**config.mk**
```make
export PLATFORM = sky130hd
export DESIGN_NAME = statreg_guard
export DESIGN_NICKNAME = d
export VERILOG_FILES = /design/src/rtl/statreg_pkg.sv /design/src/rtl/statreg_ctrl.sv /design/src/rtl/statreg_data.sv /design/src/rtl/statreg_guard.sv
export SDC_FILE = /design/constraint.sdc
export NUM_CORES = 1
export LEC_CHECK = 0
export BUFFER_PORTS_ARGS = -buffer_cell sky130_fd_sc_hd__buf_2
export CAP_MARGIN = 20
export CORE_ASPECT_RATIO = 0.75
export CORE_MARGIN = 3
export CORE_UTILIZATION = 42
export DETAILED_ROUTE_END_ITERATION = 10
export GPL_TIMING_DRIVEN = 0
export PLACE_DENSITY = 0.72
export SLEW_MARGIN = 10
export SYNTH_ARGS = -nofsm -noshare
export SYNTH_HDL_FRONTEND = slang
export SYNTH_SLANG_ARGS = --single-unit
export TNS_END_PERCENT = 30
```
**constraint.sdc**
```tcl
create_clock -name clk -period 1.9 [get_ports clk]
set_clock_uncertainty 0.2 [all_clocks]
set_input_delay 0.285 -clock clk [delete_from_list [all_inputs] [get_ports clk]]
set_output_delay 0.285 -clock clk [all_outputs]
set_load 0.01 [all_outputs]
```
**src/rtl/statreg_pkg.sv**
```systemverilog
package statreg_pkg;
  typedef struct packed {
    logic setWel;
    logic clrWel;
    logic setFlag;
    logic clrFlag;
    logic capCfg;
    logic commit;
  } ctlStrobes_t;
endpackage

```
**src/rtl/statreg_ctrl.sv**
```systemverilog
module statreg_ctrl
  import statreg_pkg::*;
#(
  parameter int ADDR_W = 12,
  parameter int BUSY_CYCLES = 8
) (
  input  logic              clk,
  input  logic              rstN,
  input  logic              opWren,
  input  logic              opWrdi,
  input  logic              opSflb,
  input  logic              opWrsr,
  input  logic              opArrayWr,
  input  logic [ADDR_W-1:0] arrayAddr,
  input  logic              wpPin,
  input  logic              wel,
  input  logic              wpen,
  input  logic [1:0]        blCode,
  output ctlStrobes_t       strb,
  output logic              busy,
  output logic              arrayWrOk,
  output logic              arrayWrDeny,
  output logic              statusWrOk,
  output logic              statusWrDeny
);
  localparam int CNT_W = $clog2(BUSY_CYCLES + 1);
  localparam logic [CNT_W-1:0] CNT_LOAD = CNT_W'(BUSY_CYCLES);

  logic [CNT_W-1:0] busyCnt;
  logic             protHit;
  logic             arrAccept;
  logic             statAccept;
  logic [1:0]       topBits;

  assign topBits = arrayAddr[ADDR_W-1 -: 2];
  assign busy    = (busyCnt != '0);

  always_comb begin
    unique case (blCode)
      2'b01:   protHit = (topBits == 2'b11);
      2'b10:   protHit = topBits[1];
      2'b11:   protHit = 1'b1;
      default: protHit = 1'b0;
    endcase
  end

  assign arrAccept  = opArrayWr & wel & ~busy & ~protHit;
  assign statAccept = opWrsr & wel & ~busy & ~(wpen & ~wpPin);

  always_comb begin
    strb.setWel  = opWren;
    strb.clrWel  = opWrdi;
    strb.setFlag = opSflb;
    strb.clrFlag = opWrdi;
    strb.capCfg  = statAccept;
    strb.commit  = (busyCnt == CNT_W'(1));
  end

  always_ff @(posedge clk or negedge rstN) begin
    if (!rstN) begin
      busyCnt      <= '0;
      arrayWrOk    <= 1'b0;
      arrayWrDeny  <= 1'b0;
      statusWrOk   <= 1'b0;
      statusWrDeny <= 1'b0;
    end else begin
      arrayWrOk    <= arrAccept;
      arrayWrDeny  <= opArrayWr & ~arrAccept;
      statusWrOk   <= statAccept;
      statusWrDeny <= opWrsr & ~statAccept;
      if (arrAccept || statAccept) busyCnt <= CNT_LOAD;
      else if (busy)               busyCnt <= busyCnt - CNT_W'(1);
    end
  end

  assert_no_latch_refuse_R4: assert property (@(posedge clk) disable iff (!rstN)
    (opArrayWr && !wel) |=> (arrayWrDeny && !arrayWrOk));

  assert_full_lock_R5: assert property (@(posedge clk) disable iff (!rstN)
    (opArrayWr && blCode == 2'b11) |=> !arrayWrOk);

  assert_rom_lock_R6: assert property (@(posedge clk) disable iff (!rstN)
    (opWrsr && wpen && !wpPin) |=> (statusWrDeny && !statusWrOk));

  assert_busy_refuse_R9: assert property (@(posedge clk) disable iff (!rstN)
    (busy && (opArrayWr || opWrsr)) |=> !(arrayWrOk || statusWrOk));
endmodule

```
**src/rtl/statreg_data.sv**
```systemverilog
module statreg_data
  import statreg_pkg::*;
(
  input  logic        clk,
  input  logic        rstN,
  input  ctlStrobes_t strb,
  input  logic [7:0]  wrsrData,
  input  logic        busy,
  output logic        wel,
  output logic        wpen,
  output logic [1:0]  blCode,
  output logic [1:0]  wdCode,
  output logic [7:0]  statusByte
);
  logic       flag;
  logic [5:0] pendCfg;
  logic       pendValid;

  always_ff @(posedge clk or negedge rstN) begin
    if (!rstN) begin
      wpen      <= 1'b0;
      flag      <= 1'b0;
      wdCode    <= 2'b11;
      blCode    <= 2'b00;
      wel       <= 1'b0;
      pendCfg   <= '0;
      pendValid <= 1'b0;
    end else begin
      if (strb.setWel)  wel  <= 1'b1;
      if (strb.clrWel)  wel  <= 1'b0;
      if (strb.setFlag) flag <= 1'b1;
      if (strb.clrFlag) flag <= 1'b0;
      if (strb.capCfg) begin
        pendCfg   <= wrsrData[7:2];
        pendValid <= 1'b1;
      end
      if (strb.commit) begin
        wel <= 1'b0;
        if (pendValid) begin
          wpen      <= pendCfg[5];
          flag      <= pendCfg[4];
          wdCode    <= pendCfg[3:2];
          blCode    <= pendCfg[1:0];
          pendValid <= 1'b0;
        end
      end
    end
  end

  assign statusByte = {wpen, flag, wdCode, blCode, wel, busy};

  assert_cfg_held_busy_R8: assert property (@(posedge clk) disable iff (!rstN)
    (busy && !strb.commit) |=> $stable({wpen, wdCode, blCode}));
endmodule

```
**src/rtl/statreg_guard.sv**
```systemverilog
module statreg_guard
  import statreg_pkg::*;
#(
  parameter int ADDR_W = 12,
  parameter int BUSY_CYCLES = 8
) (
  input  logic              clk,
  input  logic              rstN,
  input  logic              opWren,
  input  logic              opWrdi,
  input  logic              opSflb,
  input  logic              opWrsr,
  input  logic [7:0]        wrsrData,
  input  logic              opArrayWr,
  input  logic [ADDR_W-1:0] arrayAddr,
  input  logic              wpPin,
  output logic [7:0]        statusByte,
  output logic [1:0]        wdSel,
  output logic              arrayWrOk,
  output logic              arrayWrDeny,
  output logic              statusWrOk,
  output logic              statusWrDeny
);
  ctlStrobes_t strb;
  logic        busy;
  logic        wel;
  logic        wpen;
  logic [1:0]  blCode;

  statreg_ctrl #(.ADDR_W(ADDR_W), .BUSY_CYCLES(BUSY_CYCLES)) ctrl_i (
    .clk(clk), .rstN(rstN), .opWren(opWren), .opWrdi(opWrdi), .opSflb(opSflb),
    .opWrsr(opWrsr), .opArrayWr(opArrayWr), .arrayAddr(arrayAddr), .wpPin(wpPin),
    .wel(wel), .wpen(wpen), .blCode(blCode), .strb(strb), .busy(busy),
    .arrayWrOk(arrayWrOk), .arrayWrDeny(arrayWrDeny),
    .statusWrOk(statusWrOk), .statusWrDeny(statusWrDeny)
  );

  statreg_data data_i (
    .clk(clk), .rstN(rstN), .strb(strb), .wrsrData(wrsrData), .busy(busy),
    .wel(wel), .wpen(wpen), .blCode(blCode), .wdCode(wdSel), .statusByte(statusByte)
  );

  assert_one_outcome_R11: assert property (@(posedge clk) disable iff (!rstN)
    $onehot0({arrayWrOk, arrayWrDeny, statusWrOk, statusWrDeny}));

  assert_grant_busy_R7: assert property (@(posedge clk) disable iff (!rstN)
    (arrayWrOk || statusWrOk) |-> statusByte[0]);

  assert_latch_clear_end_R7: assert property (@(posedge clk) disable iff (!rstN)
    $fell(statusByte[0]) |-> !statusByte[1]);
endmodule

```
==> reports/metrics.cfg <==
[global_route]
grt_pass1_vias=791
grt_usage_pct=13.48
grt_max_degree=23
antenna_found_initial=0
overflow=0
grt_pass1_wl_um=3387

[layout]
drive_gt1_share_pct=55.30
final_common_cell=buf_2
nNetsFinal=164
diodes=0
final_area_um2=1448
utilization_pct=67.19
stdcell_count=164
layout_common_cells=29 x buf_2, 20 x dfrtp_1, 14 x buf_4, 12 x mux2_2, 8 x dlygate4sd3_1
area_growth_pct=41.79

[route]
drc=0
first_pass_iters=4
first_iter_violations=12
routedWlPerCell_um=12.57
totalWireLength_um=2061
drtAntennaViolNets=0
via_per_inst=4.732
vias=776

[worst_setup_path]
cp_max_fo=2
cp.arrival_ns=1.39
crit_start=ctrl_i.busyCnt[0]
path_class=reg2out
critPathLaunchType=register
end_kind=primary output
worstPathRequired_ns=1.41
regToRegStartpoint=ctrl_i.busyCnt[1]

[pwr]
power_w=0.001884
combinationalPowerShare_pct=40.8
cellPowerDensity_nw_per_um2=1302
seq_power_share_pct=40.0
switching_share_pct=31.41
ir_drop_v=0.0006158
p_int_w=0.001292
p_leak_nw=0.7415
clkPwrFrac_pct=19.2
p_switching_w=0.0005918

[synthesis]
synth_top_area_share_pct=49.02
syn_nets=112
synth_edf_count=0
ys_top_cells_by_area=dfrtp_1 49%, mux2_2 13%, dfstp_2 5.1%, buf_4 4.4%, ha_1 3.7%
synth_seq_cells=22
async_reset_ff_share_pct=100.0
synth_largest_area_cell=dfrtp_1
synth_warnings=0
ys.flop_type=dfrtp_1
ys_seq_area_share_pct=54.17
netlist_area_um2=1021
synthCells=81
syn_avg_cell_area_um2=12.60
synth_cell_types=28

[sta]
setup_tns_ns=0
hold_slack_ns=-0.001578
finalSetupViolations=0
fin_crit_ns=1.874
fin_crit_sh_pct=98.62
rsz0062_at_grt=yes
tightest_slew_ns=0.5032
slew_violations=0
timing.fmax_ghz=0.5337
max_slew_margin_pct=66.45
hold_viol=1

[job]
maxCapViolations=0

[placement]
postPlaceCellArea_um2=1206
hpwlAfterDp_um=1365
dp_cells=142
io_buffers=29
gp_congestion=0.7466

[clock_network]
clk_latency_ns=0.32
cts_tree=built
cts.sinks=22
path_clk_slew_ns=0.13
cts_root_buffer=clkbuf_4
cts_made_buffers=3
htree_num_levels=1
clk_path_buf_depth=2

[run_status]
status=finished, violations left
failed_checks=hold timing

[floorplan]
io_pins=42
fp-row-count=14
die_area_um2=3065
start_util_pct=47.39
die_h_um=48.70
fp.dieW_um=62.93
core_um2=2155

[min_path]
hp-start=wrsrData[6]
hold_path_class=in2reg

-- kinds of logic (layout without fill, tap and decap cells) --
kind of cell / count (synthesis) / count (layout) / synth area share, %
AOI/OAI and AO/OA: 10 / 10 / 6.985
and+or+nand+nor: 18 / 19 / 12.62
buffers and inverters: 14 / 64 / 7.475
adders and majority gates: 3 / 3 / 3.677
DFF: 22 / 22 / 54.17
xor gates and xnor gates: 1 / 1 / 0.8580
muxes: 13 / 13 / 14.22
-- through the flow --
stage          hold slack (ns)  setup slack [ns]
5_1_grt               -0.01063          -0.06498
2_1_floorplan          -0.2106           0.08583
3_3_place_gp           0.07285          -0.09509
6_report             -0.001578           0.02628
4_1_cts              0.0004283           0.01001
3_5_place_dp           0.07958           -0.1533
-- per-layer routing --
| layer | global-route usage (%) | routed length [µm] |
|---|---|---|
| met5 | 0 | 0 |
| met4 | 0.3663 | 24 |
| met3 | 4.167 | 123 |
| met2 | 23.64 | 966 |
| met1 | 17.23 | 947 |
-- worst paths after layout --
check | depth (start not counted) | endpoint | slack, ns
worst max-delay path | 5 | statusByte[0] | 0.03
worst min-delay path | 2 | data_i.pendCfg[4] | -0.002
worst max register to register | 6 | data_i.wpen | 0.05
worst min register to register | 2 | data_i.flag | 0.29
max in group asynchronous | 2 | data_i.wdCode[0] | 0.89
min in group asynchronous | 2 | ctrl_i.arrayWrOk | 0.25
-- registers in the layout, summed over array words and instances, names as in the netlist --
name and count:
data_i.blCode 2, data_i.pendValid 1, data_i.wel 1, ctrl_i.arrayWrOk 1, data_i.wpen 1, data_i.wdCode 2
data_i.flag 1, data_i.pendCfg 6, ctrl_i.statusWrOk 1, ctrl_i.statusWrDeny 1, ctrl_i.busyCnt 4, ctrl_i.arrayWrDeny 1
-- area by class of cell --
class,count,area (µm²)
clock buffers,3,22.52
flip-flops and latches,22,553.0
fillers,172,706.9
multi-input cells,46,422.9
inverters,7,26.28
clock inverters,1,30.03
plain buffers,6,42.54
well taps,32,40.04
repair buffers,47,310.3
-- synthesized netlist by cell type (2+ instances only) --
master / n
dfrtp_1: 20
ha_1: 3
nand3_1: 3
nor2_1: 5
o211ai_1: 2
mux2_2: 12
nor3_1: 2
dfstp_2: 2
buf_4: 6
o21ai_0: 2
inv_1: 7
-- power groups by stage --
stage	sequential, W	clock (W)	combinational [W]
after floorplan	0.000764	0	0.000408
after global placement	0.000769	0	0.000554
after detailed placement	0.000778	0	0.000571
after CTS	0.000753	0.000363	0.000713
after global routing	0.000786	0.000399	0.000850
final	0.000754	0.000361	0.000768
-- critical path, cell delays in order, from the launching register on --
cell     delay, ns
dfrtp_1       0.43
inv_2         0.09
ha_4          0.13
nor3b_4       0.24
inv_2         0.06
buf_6         0.12
-- what timing repair did --
| item | in CTS | in global routing |
|---|---|---|
| hold buffers | 7 | 1 |
| pin swaps | 1 | 0 |
| endpoints found under the hold margin | 27 | 1 |
| setup buffers | 7 | 3 |
| gates resized for setup | 6 | 2 |
| gates cloned | 0 | 1 |
| setup endpoints to repair | 10 | 9 |
Power figures use the tool's default switching activity.
